===== config.mk =====
export PLATFORM = sky130hd
export DESIGN_NAME = csr_mask_bank
export DESIGN_NICKNAME = d
export VERILOG_FILES = /design/src/rtl/csr_mask_pkg.sv /design/src/rtl/csr_enable_reg.sv /design/src/rtl/csr_hidden_field.sv /design/src/rtl/csr_read_mux.sv /design/src/rtl/csr_mask_bank.sv
export SDC_FILE = /design/constraint.sdc
export NUM_CORES = 1
export LEC_CHECK = 0
export BUFFER_PORTS_ARGS = -buffer_cell sky130_fd_sc_hd__buf_4
export CORE_ASPECT_RATIO = 0.6
export CORE_UTILIZATION = 35
export DETAILED_ROUTE_END_ITERATION = 16
export PLACE_DENSITY_LB_ADDON = 0.2
export RECOVER_POWER = 100
export SYNTH_ARGS = -nofsm -noshare
export SYNTH_HDL_FRONTEND = slang
export SYNTH_HIERARCHICAL = 1
export SYNTH_SLANG_ARGS = --single-unit

===== constraint.sdc =====
create_clock -name clk -period 0.9 [get_ports clk]
set_input_delay 0.045 -clock clk [delete_from_list [all_inputs] [get_ports clk]]
set_output_delay 0.045 -clock clk [all_outputs]
set_load 0.02 [all_outputs]

===== src/rtl/csr_mask_pkg.sv =====
package csr_mask_pkg;
  localparam int unsigned XLEN      = 32;
  localparam int unsigned HALF_POS  = 1;
  localparam int unsigned MODE_LSB  = 4;
  localparam int unsigned MODE_W    = 2;
  localparam int unsigned TAG_LSB   = 8;
  localparam int unsigned TAG_W     = 8;
  localparam logic [MODE_W-1:0] MODE_RSVD = 2'b10;

  typedef struct packed {
    logic              half_b1;
    logic [MODE_W-1:0] mode;
    logic [TAG_W-1:0]  tag;
  } ctx_fields_t;

  function automatic logic [XLEN-1:0] pack_ctx(ctx_fields_t f);
    logic [XLEN-1:0] w;
    w = '0;
    w[HALF_POS]                    = f.half_b1;
    w[MODE_LSB +: MODE_W]          = f.mode;
    w[TAG_LSB +: TAG_W]            = f.tag;
    return w;
  endfunction
endpackage


===== src/rtl/csr_enable_reg.sv =====
module csr_enable_reg (
  input  logic clk,
  input  logic rst_n,
  input  logic wr_en,
  input  logic wr_bit,
  output logic en_q
);
  logic en_d;

  always_comb begin
    en_d = en_q;
    if (wr_en) en_d = wr_bit;
  end

  always_ff @(posedge clk or negedge rst_n) begin
    if (!rst_n)     en_q <= 1'b1;
    else if (wr_en) en_q <= en_d;
  end

  AST_EN_HOLD: assert property (@(posedge clk) disable iff (!rst_n)
    !wr_en |=> $stable(en_q));
  AST_EN_CAPTURE: assert property (@(posedge clk) disable iff (!rst_n)
    wr_en |=> en_q == $past(wr_bit));
endmodule


===== src/rtl/csr_hidden_field.sv =====
module csr_hidden_field #(
  parameter int unsigned   W        = 1,
  parameter bit            HAS_RSVD = 1'b0,
  parameter logic [W-1:0]  RSVD_VAL = '0
) (
  input  logic         clk,
  input  logic         rst_n,
  input  logic         wr_en,
  input  logic [W-1:0] wr_val,
  input  logic         visible,
  output logic [W-1:0] raw_q,
  output logic [W-1:0] eff
);
  logic         is_rsvd;
  logic         take;
  logic [W-1:0] raw_d;

  always_comb begin
    is_rsvd = HAS_RSVD && (wr_val == RSVD_VAL);
    take    = wr_en && !is_rsvd;
    raw_d   = take ? wr_val : raw_q;
  end

  always_ff @(posedge clk or negedge rst_n) begin
    if (!rst_n)    raw_q <= '0;
    else if (take) raw_q <= raw_d;
  end

  always_comb eff = visible ? raw_q : '0;

  AST_FIELD_CAPTURE: assert property (@(posedge clk) disable iff (!rst_n)
    (wr_en && !(HAS_RSVD && wr_val == RSVD_VAL)) |=> raw_q == $past(wr_val));
  AST_FIELD_RSVD_KEEP: assert property (@(posedge clk) disable iff (!rst_n)
    (wr_en && HAS_RSVD && wr_val == RSVD_VAL) |=> raw_q == $past(raw_q));
  AST_FIELD_IDLE_HOLD: assert property (@(posedge clk) disable iff (!rst_n)
    !wr_en |=> $stable(raw_q));
endmodule


===== src/rtl/csr_read_mux.sv =====
module csr_read_mux #(
  parameter int unsigned        ADDR_W    = 12,
  parameter int unsigned        DATA_W    = 32,
  parameter logic [ADDR_W-1:0]  CTRL_ADDR = 12'h7C0,
  parameter logic [ADDR_W-1:0]  CTX_ADDR  = 12'h7C1
) (
  input  logic              rd,
  input  logic [ADDR_W-1:0] addr,
  input  logic [DATA_W-1:0] ctrl_word,
  input  logic [DATA_W-1:0] ctx_word,
  output logic [DATA_W-1:0] rdata
);
  always_comb begin
    rdata = '0;
    if (rd) begin
      unique case (addr)
        CTRL_ADDR: rdata = ctrl_word;
        CTX_ADDR:  rdata = ctx_word;
        default:   rdata = '0;
      endcase
    end
  end

  always_comb begin
    if (rd && addr != CTRL_ADDR && addr != CTX_ADDR)
      AST_UNMAPPED_ZERO: assert (rdata == '0);
  end
endmodule


===== src/rtl/csr_mask_bank.sv =====
module csr_mask_bank #(
  parameter int unsigned       ADDR_W    = 12,
  parameter logic [ADDR_W-1:0] CTRL_ADDR = 12'h7C0,
  parameter logic [ADDR_W-1:0] CTX_ADDR  = 12'h7C1
) (
  input  logic                         clk,
  input  logic                         rst_n,
  input  logic [ADDR_W-1:0]            csr_addr,
  input  logic                         csr_rd,
  input  logic                         csr_wr,
  input  logic [csr_mask_pkg::XLEN-1:0] csr_wdata,
  output logic [csr_mask_pkg::XLEN-1:0] csr_rdata,
  output logic                         eff_half_en,
  output logic                         eff_epc_b1,
  output logic [csr_mask_pkg::MODE_W-1:0] eff_mode,
  output logic [csr_mask_pkg::TAG_W-1:0]  eff_tag,
  output logic [csr_mask_pkg::XLEN-1:0] dbg_hidden
);
  import csr_mask_pkg::*;

  logic              wr_ctrl, wr_ctx;
  logic              en_q;
  ctx_fields_t       raw_f, eff_f;
  logic [XLEN-1:0]   ctrl_word, ctx_word;

  always_comb begin
    wr_ctrl = csr_wr && (csr_addr == CTRL_ADDR);
    wr_ctx  = csr_wr && (csr_addr == CTX_ADDR);
  end

  csr_enable_reg u_enable (
    .clk    (clk),
    .rst_n  (rst_n),
    .wr_en  (wr_ctrl),
    .wr_bit (csr_wdata[0]),
    .en_q   (en_q)
  );

  csr_hidden_field #(.W(1)) u_half (
    .clk     (clk),
    .rst_n   (rst_n),
    .wr_en   (wr_ctx),
    .wr_val  (csr_wdata[HALF_POS]),
    .visible (en_q),
    .raw_q   (raw_f.half_b1),
    .eff     (eff_f.half_b1)
  );

  csr_hidden_field #(.W(MODE_W), .HAS_RSVD(1'b1), .RSVD_VAL(MODE_RSVD)) u_mode (
    .clk     (clk),
    .rst_n   (rst_n),
    .wr_en   (wr_ctx),
    .wr_val  (csr_wdata[MODE_LSB +: MODE_W]),
    .visible (en_q),
    .raw_q   (raw_f.mode),
    .eff     (eff_f.mode)
  );

  csr_hidden_field #(.W(TAG_W)) u_tag (
    .clk     (clk),
    .rst_n   (rst_n),
    .wr_en   (wr_ctx),
    .wr_val  (csr_wdata[TAG_LSB +: TAG_W]),
    .visible (en_q),
    .raw_q   (raw_f.tag),
    .eff     (eff_f.tag)
  );

  always_comb begin
    ctrl_word    = '0;
    ctrl_word[0] = en_q;
    ctx_word     = pack_ctx(eff_f);
    dbg_hidden   = pack_ctx(raw_f);
    eff_half_en  = en_q;
    eff_epc_b1   = eff_f.half_b1;
    eff_mode     = eff_f.mode;
    eff_tag      = eff_f.tag;
  end

  csr_read_mux #(
    .ADDR_W    (ADDR_W),
    .DATA_W    (XLEN),
    .CTRL_ADDR (CTRL_ADDR),
    .CTX_ADDR  (CTX_ADDR)
  ) u_rmux (
    .rd        (csr_rd),
    .addr      (csr_addr),
    .ctrl_word (ctrl_word),
    .ctx_word  (ctx_word),
    .rdata     (csr_rdata)
  );

  AST_MASKED_READ_ZERO: assert property (@(posedge clk) disable iff (!rst_n)
    (csr_rd && csr_addr == CTX_ADDR && !en_q) |-> csr_rdata == '0);
  AST_BIT0_ZERO: assert property (@(posedge clk) disable iff (!rst_n)
    (csr_rd && csr_addr == CTX_ADDR) |-> csr_rdata[0] == 1'b0);
  AST_MODE_NEVER_RSVD: assert property (@(posedge clk) disable iff (!rst_n)
    dbg_hidden[MODE_LSB +: MODE_W] != MODE_RSVD);
  AST_EFF_MASKED: assert property (@(posedge clk) disable iff (!rst_n)
    !eff_half_en |-> (eff_epc_b1 == 1'b0 && eff_mode == '0 && eff_tag == '0));
  AST_TOGGLE_KEEPS: assert property (@(posedge clk) disable iff (!rst_n)
    (wr_ctrl && !wr_ctx) |=> $stable(dbg_hidden));
endmodule


==> reports/summary.txt, run 1 <==
Status: finished with violations
Failing checks: setup timing
Setup_tns: -14.44 ns
CORE AREA: 3829 um^2
First-pass GRT wire length: 7258 um
Post-DRT Antenna Nets: 0
Die Width: 85.60 um
Max IR drop VDD: 0.5434 mV
Final Routed Wirelength: 4537 um
Worst reg-to-reg path cell count: 3
Detailed placement HPWL: 3339 um
Mapped cell area: 1468 um^2
Sw Ratio: 30.43%
DR pass1 iterations: 4
Gate power share: 33.5%
Clock-pin slew on the worst setup and hold paths: 0.05 ns
Hold Crit Depth: 2
Tightest Pin Transition: 0.9507 ns
Worst Clk Skew: 0 ns
Die Height: 52.16 um
Max_cap viols: 0
IO Port Bufs: 62
Drc violations: 0
Fin cells: 345
Rows: 17
Via count of the first global-routing pass: 1459
Placer Congestion: 0.8010
Max-slew headroom: 36.03%
Die area: 4465 um^2
Antenna violations before repair: 0
Pint: 0.001172 W
Synth Warn #: 6
Number of clock sinks: 12
Routed len/inst: 13.15 um
Critical path endpoint category: primary output
Net count, final: 347
Via count: 1554
Static Leak: 1.518 nW
CP Class: register to primary output
Fin worst setup slack: -0.6132 ns
Clock H-tree levels: 1
Critical path launch point type: register
Library cells used by synthesis: 19
Grt ovf: 0
PD cells: 565.4 nW/um^2
Synth Instances: 150
Placed cell count: 332
Area Growth Syn to Fin: 103.1%
Sequential area share after synthesis: 20.55%
Bufs on Longest Clock Path: 2
Commonest non-fill, non-tap cell in the layout: conb_1
Final setup fails: 47
Pre-CTS setup slack: -0.4635 ns
Register Area: 301.5 um^2
Tcrit/Tclk final: 168.1%
Fillcell total: 262
Fin. Hold Viols: 0
Max Freq: 0.6609 GHz
First DRT Iteration DRCs: 30
Largest net degree at the start of global routing: 23
Avg Synthesized Cell Area: 9.784 um^2
Critical path peak fanout: 6
Most frequent cells in the layout: 73 x conb_1, 54 x buf_4, 48 x buf_6
Final min period: 1.513 ns
CTS tree: done
CP required: 0.85 ns
Worst min-delay path class: primary input to register
Worst-skew pair later-pin latency: 0.23 ns
Initial Utilization: 38.33%
I/O Pins: 124
Total Routing Usage GR: 21.33%
Overall power: 0.001685 W
Multi-input gate area: 1475 um^2
Unrepaired setup endpoints after global routing: true
Root Driver: clkbuf_8
Reg power frac: 32.3%
Max Slew Vio Count: 0
CTS Buf Count: 3
Via/cell ratio: 4.504
Clock network power share: 34.2%
Hold slack: 0.03801 ns
Crit path DAT: 1.47 ns
Seq cells post-synth: 12
P_sw: 0.0005128 W
Share of layout cells above drive strength 1: 56.04%
N_diodes: 0
-- cell usage after synthesis --
cell / n / share of area, %
buf_2: 5 / 1.7
mux2_4: 10 / 10
inv_1: 1 / 0.26
nand4bb_1: 6 / 4.6
buf_4: 24 / 12
clkbuf_1: 1 / 0.26
and2_1: 11 / 4.7
nand2b_1: 1 / 0.43
conb_1: 1 / 0.26
dfstp_2: 1 / 1.8
nor4_1: 32 / 14
mux2i_1: 32 / 22
a22o_1: 1 / 0.60
nor4_2: 2 / 1.7
clkbuf_2: 1 / 0.34
buf_6: 7 / 5.4
a21oi_1: 2 / 0.68
nand4b_1: 1 / 0.60
dfrtp_1: 11 / 19
-- sequential cells by signal (all words and copies together) (netlist names) --
name,flops
u_tag/raw_q,8
u_mode/raw_q,2
u_enable/en_q,1
u_half/raw_q,1
-- area by class of cell --
class                           instances  area share [%]
Inverter                                1          0.1259
Multi-Input combinational cell        171           49.50
Timing Repair Buffer                  110           36.44
Tap cell                               47           1.973
Sequential cell                        12           10.12
Clock buffer                            4           1.847
-- power groups by stage --
stage | logic (W) | clock network (W) | registers (W)
CTS | 0.000551 | 0.000596 | 0.000544
floorplan | 0.000401 | 0 | 0.000557
global placement | 0.000500 | 0 | 0.000553
finish | 0.000564 | 0.000577 | 0.000545
global route | 0.000612 | 0.000614 | 0.000545
detailed placement | 0.000507 | 0 | 0.000554
-- critical path, cell delays in order (launching register included) --
cell and delay, ns:
dfstp_2 0.56, buf_6 0.14, and2_4 0.15, mux2i_2 0.08, nor4_4 0.13, buf_4 0.18
-- routing by layer --
metal | track usage (%) | vias to the layer above | routed length [um]
met4 | 2.500 | 0 | 19
met3 | 4.127 | 2 | 255
li1 | - | 771 | -
met1 | 28.86 | 716 | 2185
met5 | 0 | - | 0
met2 | 36.67 | 65 | 2077
-- kinds of logic (layout without fill, tap and decap cells) --
kind of cell | Yosys count | after routing | share of synthesized area (%)
compound gates | 3 | 3 | 1.279
mux | 42 | 42 | 32.05
other cells | 1 | 73 | 0.2555
buf+inv | 39 | 115 | 20.20
simple gates | 53 | 53 | 25.66
flops | 12 | 12 | 20.55
-- what timing repair did --
| action | 4_1_cts | 5_1_grt |
|---|---|---|
| cloned | 0 | 1 |
| pin swaps | 1 | 1 |
| endpoints found under the setup margin | 47 | 47 |
| hold buffers | 1 | 0 |
| resized for setup | 55 | 23 |
| setup buffers | 7 | 9 |
| hold endpoints to repair | 12 | 0 |
-- worst paths after layout --
path | startpoint | to | slack [ns]
setup / recovery | u_enable/en_q$_DFFE_PN1P_ | csr_rdata[14] | -0.61
hold / removal | csr_wdata[0] | u_enable/en_q$_DFFE_PN1P_ | 0.04
setup reg to reg | u_enable/en_q$_DFFE_PN1P_ | u_enable/en_q$_DFFE_PN1P_ | -0.09
hold reg to reg | u_tag/raw_q[5]$_DFFE_PN0P_ | u_tag/raw_q[5]$_DFFE_PN0P_ | 0.62
max in group asynchronous | rst_n | u_enable/en_q$_DFFE_PN1P_ | 0.36
min in group asynchronous | rst_n | u_tag/raw_q[2]$_DFFE_PN0P_ | 0.25
-- per-stage QoR --
stage / cell area (um^2) / util [%]
2_1_floorplan: 1969 / -
3_3_place_gp: 2559 / 66.83
3_5_place_dp: 2559 / 66.83
4_1_cts: 2872 / 75.00
5_1_grt: 2980 / 77.84
6_report: 2980 / 77.84
Note: power is estimated with default switching activity, not from simulation.
==> inputs of run 2 (changes only) <==
--- a/config.mk
+++ b/config.mk
@@ -6,8 +6,10 @@
 export NUM_CORES = 1
 export LEC_CHECK = 0
 export BUFFER_PORTS_ARGS = -buffer_cell sky130_fd_sc_hd__buf_4
+export CELL_PAD_IN_SITES_DETAIL_PLACEMENT = 0
+export CELL_PAD_IN_SITES_GLOBAL_PLACEMENT = 1
 export CORE_ASPECT_RATIO = 0.6
-export CORE_UTILIZATION = 35
+export CORE_UTILIZATION = 24
 export DETAILED_ROUTE_END_ITERATION = 16
 export PLACE_DENSITY_LB_ADDON = 0.2
 export RECOVER_POWER = 100
==> run 2 against run 1 <==
  * The run still ends with setup timing left
  * Largest cell class unchanged
  * Utilization is 25 points lower
  * Clock skew stayed put
  * Clock power is 2% higher
  * Sequential power hardly changed
  * Critical path depth stayed put
  * Sequential cell count stayed put
  * Critical endpoint unchanged
  * Register-to-register slack worse by 0.03 ns
  * Hold slack worse by 0.0054 ns
  * Maximum frequency is 2.2% lower
  * Final cell count is 9.9% higher
  * Routed wire length is 2.8% lower
  * Setup slack worse by 0.034 ns
  * Highest routed layer is now met3
==> reports/summary.txt, run 2 (synthesis results as in run 1) <==
CP required: 0.85 ns (about the same)
Total Routing Usage GR: 14.38% (-6.9 points)
Reg power frac: 31.7% (-0.6 points)
Grt ovf: 0 (unchanged)
Worst reg-to-reg path cell count: 3 (unchanged)
Root Driver: clkbuf_8
Critical path launch point type: register
Post-route cell area: 3037 um^2 (+1.9%)
Final setup fails: 47 (unchanged)
Status: finished with violations
Final min period: 1.547 ns (+0.03402 ns)
Share of layout cells above drive strength 1: 56.52% (+0.48 points)
Number of clock sinks: 12 (unchanged)
R2r startpoint: u_enable/en_q$_DFFE_PN1P_
Die area: 6442 um^2 (+44%)
Worst min-delay path class: primary input to register
Fin. Hold Viols: 0 (unchanged)
Worst Clk Skew: 0 ns (unchanged)
Largest Register: u_tag/raw_q
CP Class: register to primary output
Clock H-tree levels: 1 (unchanged)
Fin worst setup slack: -0.6472 ns (-0.03402 ns)
Max reg flops: 8 (unchanged)
R2r setup slk: -0.12 ns (-0.03 ns)
P_sw: 0.0005289 W (+3.1%)
CP Cell Sequence: buf_12, and2_4, mux2i_2, nor4_4, buf_4
Critical path peak fanout: 4 (-2)
DP Area: 2661 um^2 (+4.0%)
Area Growth Syn to Fin: 106.9%
RR Endpoint: u_enable/en_q$_DFFE_PN1P_
Antenna violations before repair: 0 (unchanged)
CORE AREA: 5728 um^2 (+50%)
Routed len/inst: 11.63 um (-12%)
CP max stage delay: 0.58 ns (+0.02 ns)
Hold Crit Depth: 2 (unchanged)
Min-Delay Endpoint: u_tag/raw_q[1]$_DFFE_PN0P_
Drc violations: 0 (unchanged)
Critical path endpoint category: primary output
N_diodes: 0 (unchanged)
Clock network power share: 34.3% (about the same)
Detailed placement HPWL: 3467 um (+3.8%)
Max IR drop VDD: 0.4736 mV (-13%)
Most frequent cells in the layout: 73 x conb_1, 61 x buf_4, 42 x buf_6
Clock-pin slew on the worst setup and hold paths: 0.06 ns (about the same)
Initial Utilization: 25.62% (-13 points)
Pre-CTS setup slack: -0.4811 ns (-0.01759 ns)
Net count, final: 348 (+0.29%)
Hold slack: 0.03256 ns (-0.005449 ns)
IO Port Bufs: 62 (unchanged)
First DRT Iteration DRCs: 30 (unchanged)
Max Slew Vio Count: 0 (unchanged)
Crit path DAT: 1.50 ns (+0.03 ns)
Unrepaired setup endpoints after global routing: true
I/O Pins: 124 (unchanged)
Via/cell ratio: 3.982 (-12%)
PD cells: 566.0 nW/um^2 (+0.10%)
Overall power: 0.001719 W (+2.0%)
Final Routed Wirelength: 4408 um (-2.8%)
DR pass1 iterations: 5 (+1)
Placer Congestion: 0.6892 (-14%)
Rows: 21 (+4)
Die Width: 103.0 um (+20%)
Bufs on Longest Clock Path: 2 (unchanged)
Slowest CP cell: dfstp_2
CTS tree: done
Die Height: 62.58 um (+20%)
Worst Hold Launch: csr_wdata[9]
Via count of the first global-routing pass: 1393 (-4.5%)
Failing checks: setup timing
Gate power share: 34.0% (+0.5 points)
Largest registers: u_tag/raw_q (8), u_mode/raw_q (2)
Max-slew headroom: 30.68% (-5.4 points)
Post-DRT Antenna Nets: 0 (unchanged)
Sw Ratio: 30.77% (+0.34 points)
Setup_tns: -14.29 ns (+0.1512 ns)
Max Freq: 0.6463 GHz (-2.2%)
Pint: 0.001190 W (+1.5%)
Worst-skew pair later-pin latency: 0.24 ns (about the same)
CTS Buf Count: 3 (unchanged)
Largest net degree at the start of global routing: 22 (-4.3%)
Static Leak: 1.520 nW (+0.14%)
Commonest non-fill, non-tap cell in the layout: conb_1
Tcrit/Tclk final: 171.9% (+3.8 points)
First-pass GRT wire length: 7231 um (-0.37%)
Max_cap viols: 0 (unchanged)
Tightest Pin Transition: 1.030 ns (+0.07958 ns)
Via count: 1509 (-2.9%)
run 2: stage by stage:
stage | utilization [%] | instances
after floorplan | - | 222
after global placement | 46.46 | 367
after CTS | 52.27 | 377
after global routing | 53.01 | 379
after detailed placement | 46.46 | 367
final | 53.01 | 379
run 2: repair_timing:
item                                   in CTS  in global routing
setup endpoints to repair                  47                 47
hold buffers                                1                  0
endpoints found under the hold margin      12                  0
buffers inserted                            7                  8
pin swaps                                   2                  0
resized for setup                          57                 16
run 2: worst max path at each step:
stage                               from  cells past startpoint                    endpoint
2_1_floorplan  u_enable/en_q$_DFFE_PN1P_                      3               csr_rdata[10]
4_1_cts        u_enable/en_q$_DFFE_PN1P_                      5               csr_rdata[14]
6_report       u_enable/en_q$_DFFE_PN1P_                      5               csr_rdata[14]
5_1_grt        u_enable/en_q$_DFFE_PN1P_                      5                csr_rdata[9]
3_5_place_dp                 csr_addr[2]                      5    u_half/raw_q$_DFFE_PN0P_
3_3_place_gp                 csr_addr[2]                      5  u_tag/raw_q[0]$_DFFE_PN0P_
run 2: critical path: cells and delay by family (launching register included):
| family | cells | cell delay, ns |
|---|---|---|
| buffers and inverters | 2 | 0.30 |
| DFF | 1 | 0.58 |
| muxes | 1 | 0.08 |
| and+or+nand+nor | 2 | 0.31 |
run 2: area by class of cell:
class | count | area (um^2)
Fill cell | 571 | 2691
Multi-Input combinational cell | 171 | 1510
Timing Repair Buffer | 111 | 1066
Sequential cell | 12 | 301.5
Tap cell | 80 | 100.1
Clock buffer | 4 | 55.05
Inverter | 1 | 3.754
run 2: power by group through the flow:
stage	Sequential, W	Clock, W	Combinational [W]
3_5_place_dp	0.000554	0	0.000532
4_1_cts	0.000544	0.000610	0.000575
2_1_floorplan	0.000557	0	0.000401
3_3_place_gp	0.000554	0	0.000529
5_1_grt	0.000544	0.000625	0.000640
6_report	0.000544	0.000590	0.000585
run 2: metal layers:
layer	part of all wire, %	track usage (%)	vias to the layer above
met1	51	20.69	680
li1	-	-	771
met5	0	0	-
met3	6.8	3.915	0
met2	42	22.25	58
met4	0	1.056	0
==> inputs of run 3 (changes only) <==
--- a/config.mk
+++ b/config.mk
@@ -11,6 +11,7 @@
 export CORE_ASPECT_RATIO = 0.6
 export CORE_UTILIZATION = 24
 export DETAILED_ROUTE_END_ITERATION = 16
+export HOLD_SLACK_MARGIN = 0.15
 export PLACE_DENSITY_LB_ADDON = 0.2
 export RECOVER_POWER = 100
 export SYNTH_ARGS = -nofsm -noshare
==> run 3 against run 2 <==
  * The run still ends with setup timing left
  * Critical path depth unchanged
  * Largest cell class unchanged
  * Non-clock buffer count grew 11
  * Routed wire length increased by 3.1%
  * Combinational power is 7.5% higher
  * Sequential power is essentially flat
  * First-iteration DRC count down 20%
==> reports/summary.txt, run 3 (synthesis results as in run 1) <==
Critical path endpoint category: primary output
Clock-pin slew on the worst setup and hold paths: 0.05 ns (about the same)
Crit path DAT: 1.50 ns (about the same)
Routed len/inst: 11.65 um (+0.16%)
Area Growth Syn to Fin: 114.3%
DP Area: 2661 um^2 (unchanged)
Tcrit/Tclk final: 171.4% (-0.50 points)
Status: finished with violations
IO Port Bufs: 62 (unchanged)
Initial Utilization: 25.62% (unchanged)
Multi-input gate area: 1510 um^2 (unchanged)
Commonest non-fill, non-tap cell in the layout: conb_1
CP required: 0.85 ns (about the same)
Post-layout util: 54.91% (+1.9 points)
Largest registers: u_tag/raw_q (8), u_mode/raw_q (2)
Largest net degree at the start of global routing: 22 (unchanged)
Via/cell ratio: 3.969 (-0.31%)
Register Area: 301.5 um^2 (unchanged)
Worst Clk Skew: 0 ns (unchanged)
Via count of the first global-routing pass: 1461 (+4.9%)
First DRT Iteration DRCs: 24 (-20%)
Post-DRT Antenna Nets: 0 (unchanged)
Number of clock sinks: 12 (unchanged)
Clock H-tree levels: 1 (unchanged)
Critical path peak fanout: 6 (+2)
Met3 WL: 307 um (+2.3%)
Worst-skew pair later-pin latency: 0.24 ns (about the same)
Via count: 1548 (+2.6%)
Min-Delay Endpoint: u_enable/en_q$_DFFE_PN1P_
Detailed placement HPWL: 3467 um (unchanged)
Placer Congestion: 0.6892 (unchanged)
Final Routed Wirelength: 4543 um (+3.1%)
Rows: 21 (unchanged)
Met1 wire length: 2293 um (+2.5%)
First-pass GRT wire length: 7452 um (+3.1%)
Grt ovf: 0 (unchanged)
Final setup fails: 47 (unchanged)
I/O Pins: 124 (unchanged)
CP Class: register to primary output
Share of layout cells above drive strength 1: 54.19% (-2.3 points)
R2r setup slk: -0.12 ns (about the same)
N_diodes: 0 (unchanged)
Worst Hold Launch: csr_addr[1]
Hold Crit Depth: 3 (+1)
RR Endpoint: u_enable/en_q$_DFFE_PN1P_
Tightest Pin Transition: 1.032 ns (+0.001188 ns)
Die area: 6442 um^2 (unchanged)
Antenna violations before repair: 0 (unchanged)
Most frequent cells in the layout: 73 x conb_1, 61 x buf_4, 41 x buf_6
Root Driver: clkbuf_8
CTS tree: done
Max Freq: 0.6482 GHz (+0.29%)
Setup_tns: -14.26 ns (+0.03090 ns)
Max_cap viols: 0 (unchanged)
Bufs on Longest Clock Path: 2 (unchanged)
Static Leak: 1.564 nW (+2.9%)
Worst min-delay path class: primary input to register
Critical path launch point type: register
PD cells: 561.1 nW/um^2 (-0.87%)
Net count, final: 359 (+3.2%)
Unrepaired setup endpoints after global routing: true
Fillcell total: 563 (-1.4%)
Max-slew headroom: 30.60% (-0.080 points)
Drc violations: 0 (unchanged)
Fin worst setup slack: -0.6427 ns (+0.004525 ns)
Post-route cell area: 3146 um^2 (+3.6%)
Detail Route met2 WL: 1941 um (+3.8%)
Max reg flops: 8 (unchanged)
CORE AREA: 5728 um^2 (unchanged)
DR pass1 iterations: 4 (-1)
Fin. Hold Viols: 0 (unchanged)
Die Width: 103.0 um (unchanged)
Top Metal Used: met3
R2r startpoint: u_enable/en_q$_DFFE_PN1P_
Max Slew Vio Count: 0 (unchanged)
CTS Buf Count: 3 (unchanged)
Failing checks: setup timing
Worst reg-to-reg path cell count: 3 (unchanged)
Total Routing Usage GR: 14.72% (+0.33 points)
Die Height: 62.58 um (unchanged)
Final min period: 1.543 ns (-0.004525 ns)
Largest Register: u_tag/raw_q
Max IR drop VDD: 0.4784 mV (+1.0%)
[run 3: changes by cell type in the layout (fill, tap and decap cells not counted)]
| cell | before | now |
|---|---|---|
| dlygate4sd3_1 | 1 | 13 |
| buf_6 | 42 | 41 |
[run 3: worst max-delay path: stages (launching register included)]
cell	delay, ns
dfstp_2	0.58
buf_6	0.14
and2_4	0.15
mux2i_2	0.08
nor4_4	0.14
buf_4	0.18
[run 3: where the power goes]
part           internal (W)  switching (W)
Combinational      0.000294       0.000334
Sequential         0.000543     0.00000181
Clock              0.000387       0.000205
[run 3: worst max-delay path by stage]
| stage | startpoint | cells after the start | end |
|---|---|---|---|
| after floorplan | u_enable/en_q$_DFFE_PN1P_ | 3 | csr_rdata[10] |
| after detailed placement | csr_addr[2] | 5 | u_half/raw_q$_DFFE_PN0P_ |
| after global routing | u_enable/en_q$_DFFE_PN1P_ | 5 | csr_rdata[9] |
| after CTS | u_enable/en_q$_DFFE_PN1P_ | 5 | csr_rdata[14] |
| after global placement | csr_addr[2] | 5 | u_tag/raw_q[0]$_DFFE_PN0P_ |
| final | u_enable/en_q$_DFFE_PN1P_ | 5 | csr_rdata[11] |
[run 3: per-stage QoR]
step                      setup slack [ns]  power [W]  cells  hold WS [ns]
after global placement             -0.4611   0.001082    367       -0.1051
final                              -0.6427   0.001765    390        0.1916
after CTS                          -0.6448   0.001773    389        0.1872
after detailed placement           -0.4811   0.001085    367       -0.1032
after global routing               -0.7385   0.001858    390        0.1945
after floorplan                    -0.4266  0.0009580    222       -0.2506
[run 3: area by class of cell]
cell class | count | share of cell area [%]
Tap cell | 80 | 3.182
Timing Repair Buffer | 122 | 37.35
Inverter | 1 | 0.1193
Sequential cell | 12 | 9.586
Clock buffer | 4 | 1.750
Multi-Input combinational cell | 171 | 48.01
[run 3: per-layer routing]
layer	vias to the layer above	global-route usage, %
li1	792	-
met1	698	20.98
met2	58	23.17
met4	0	1.056
met5	-	0
met3	0	3.803
[run 3: repair_timing]
action | CTS | global route
resized for setup | 57 | 16
endpoints found under the hold margin | 24 | 0
setup endpoints to repair | 47 | 47
pin swaps | 2 | 0
hold buffers | 13 | 0
buffers inserted | 7 | 8
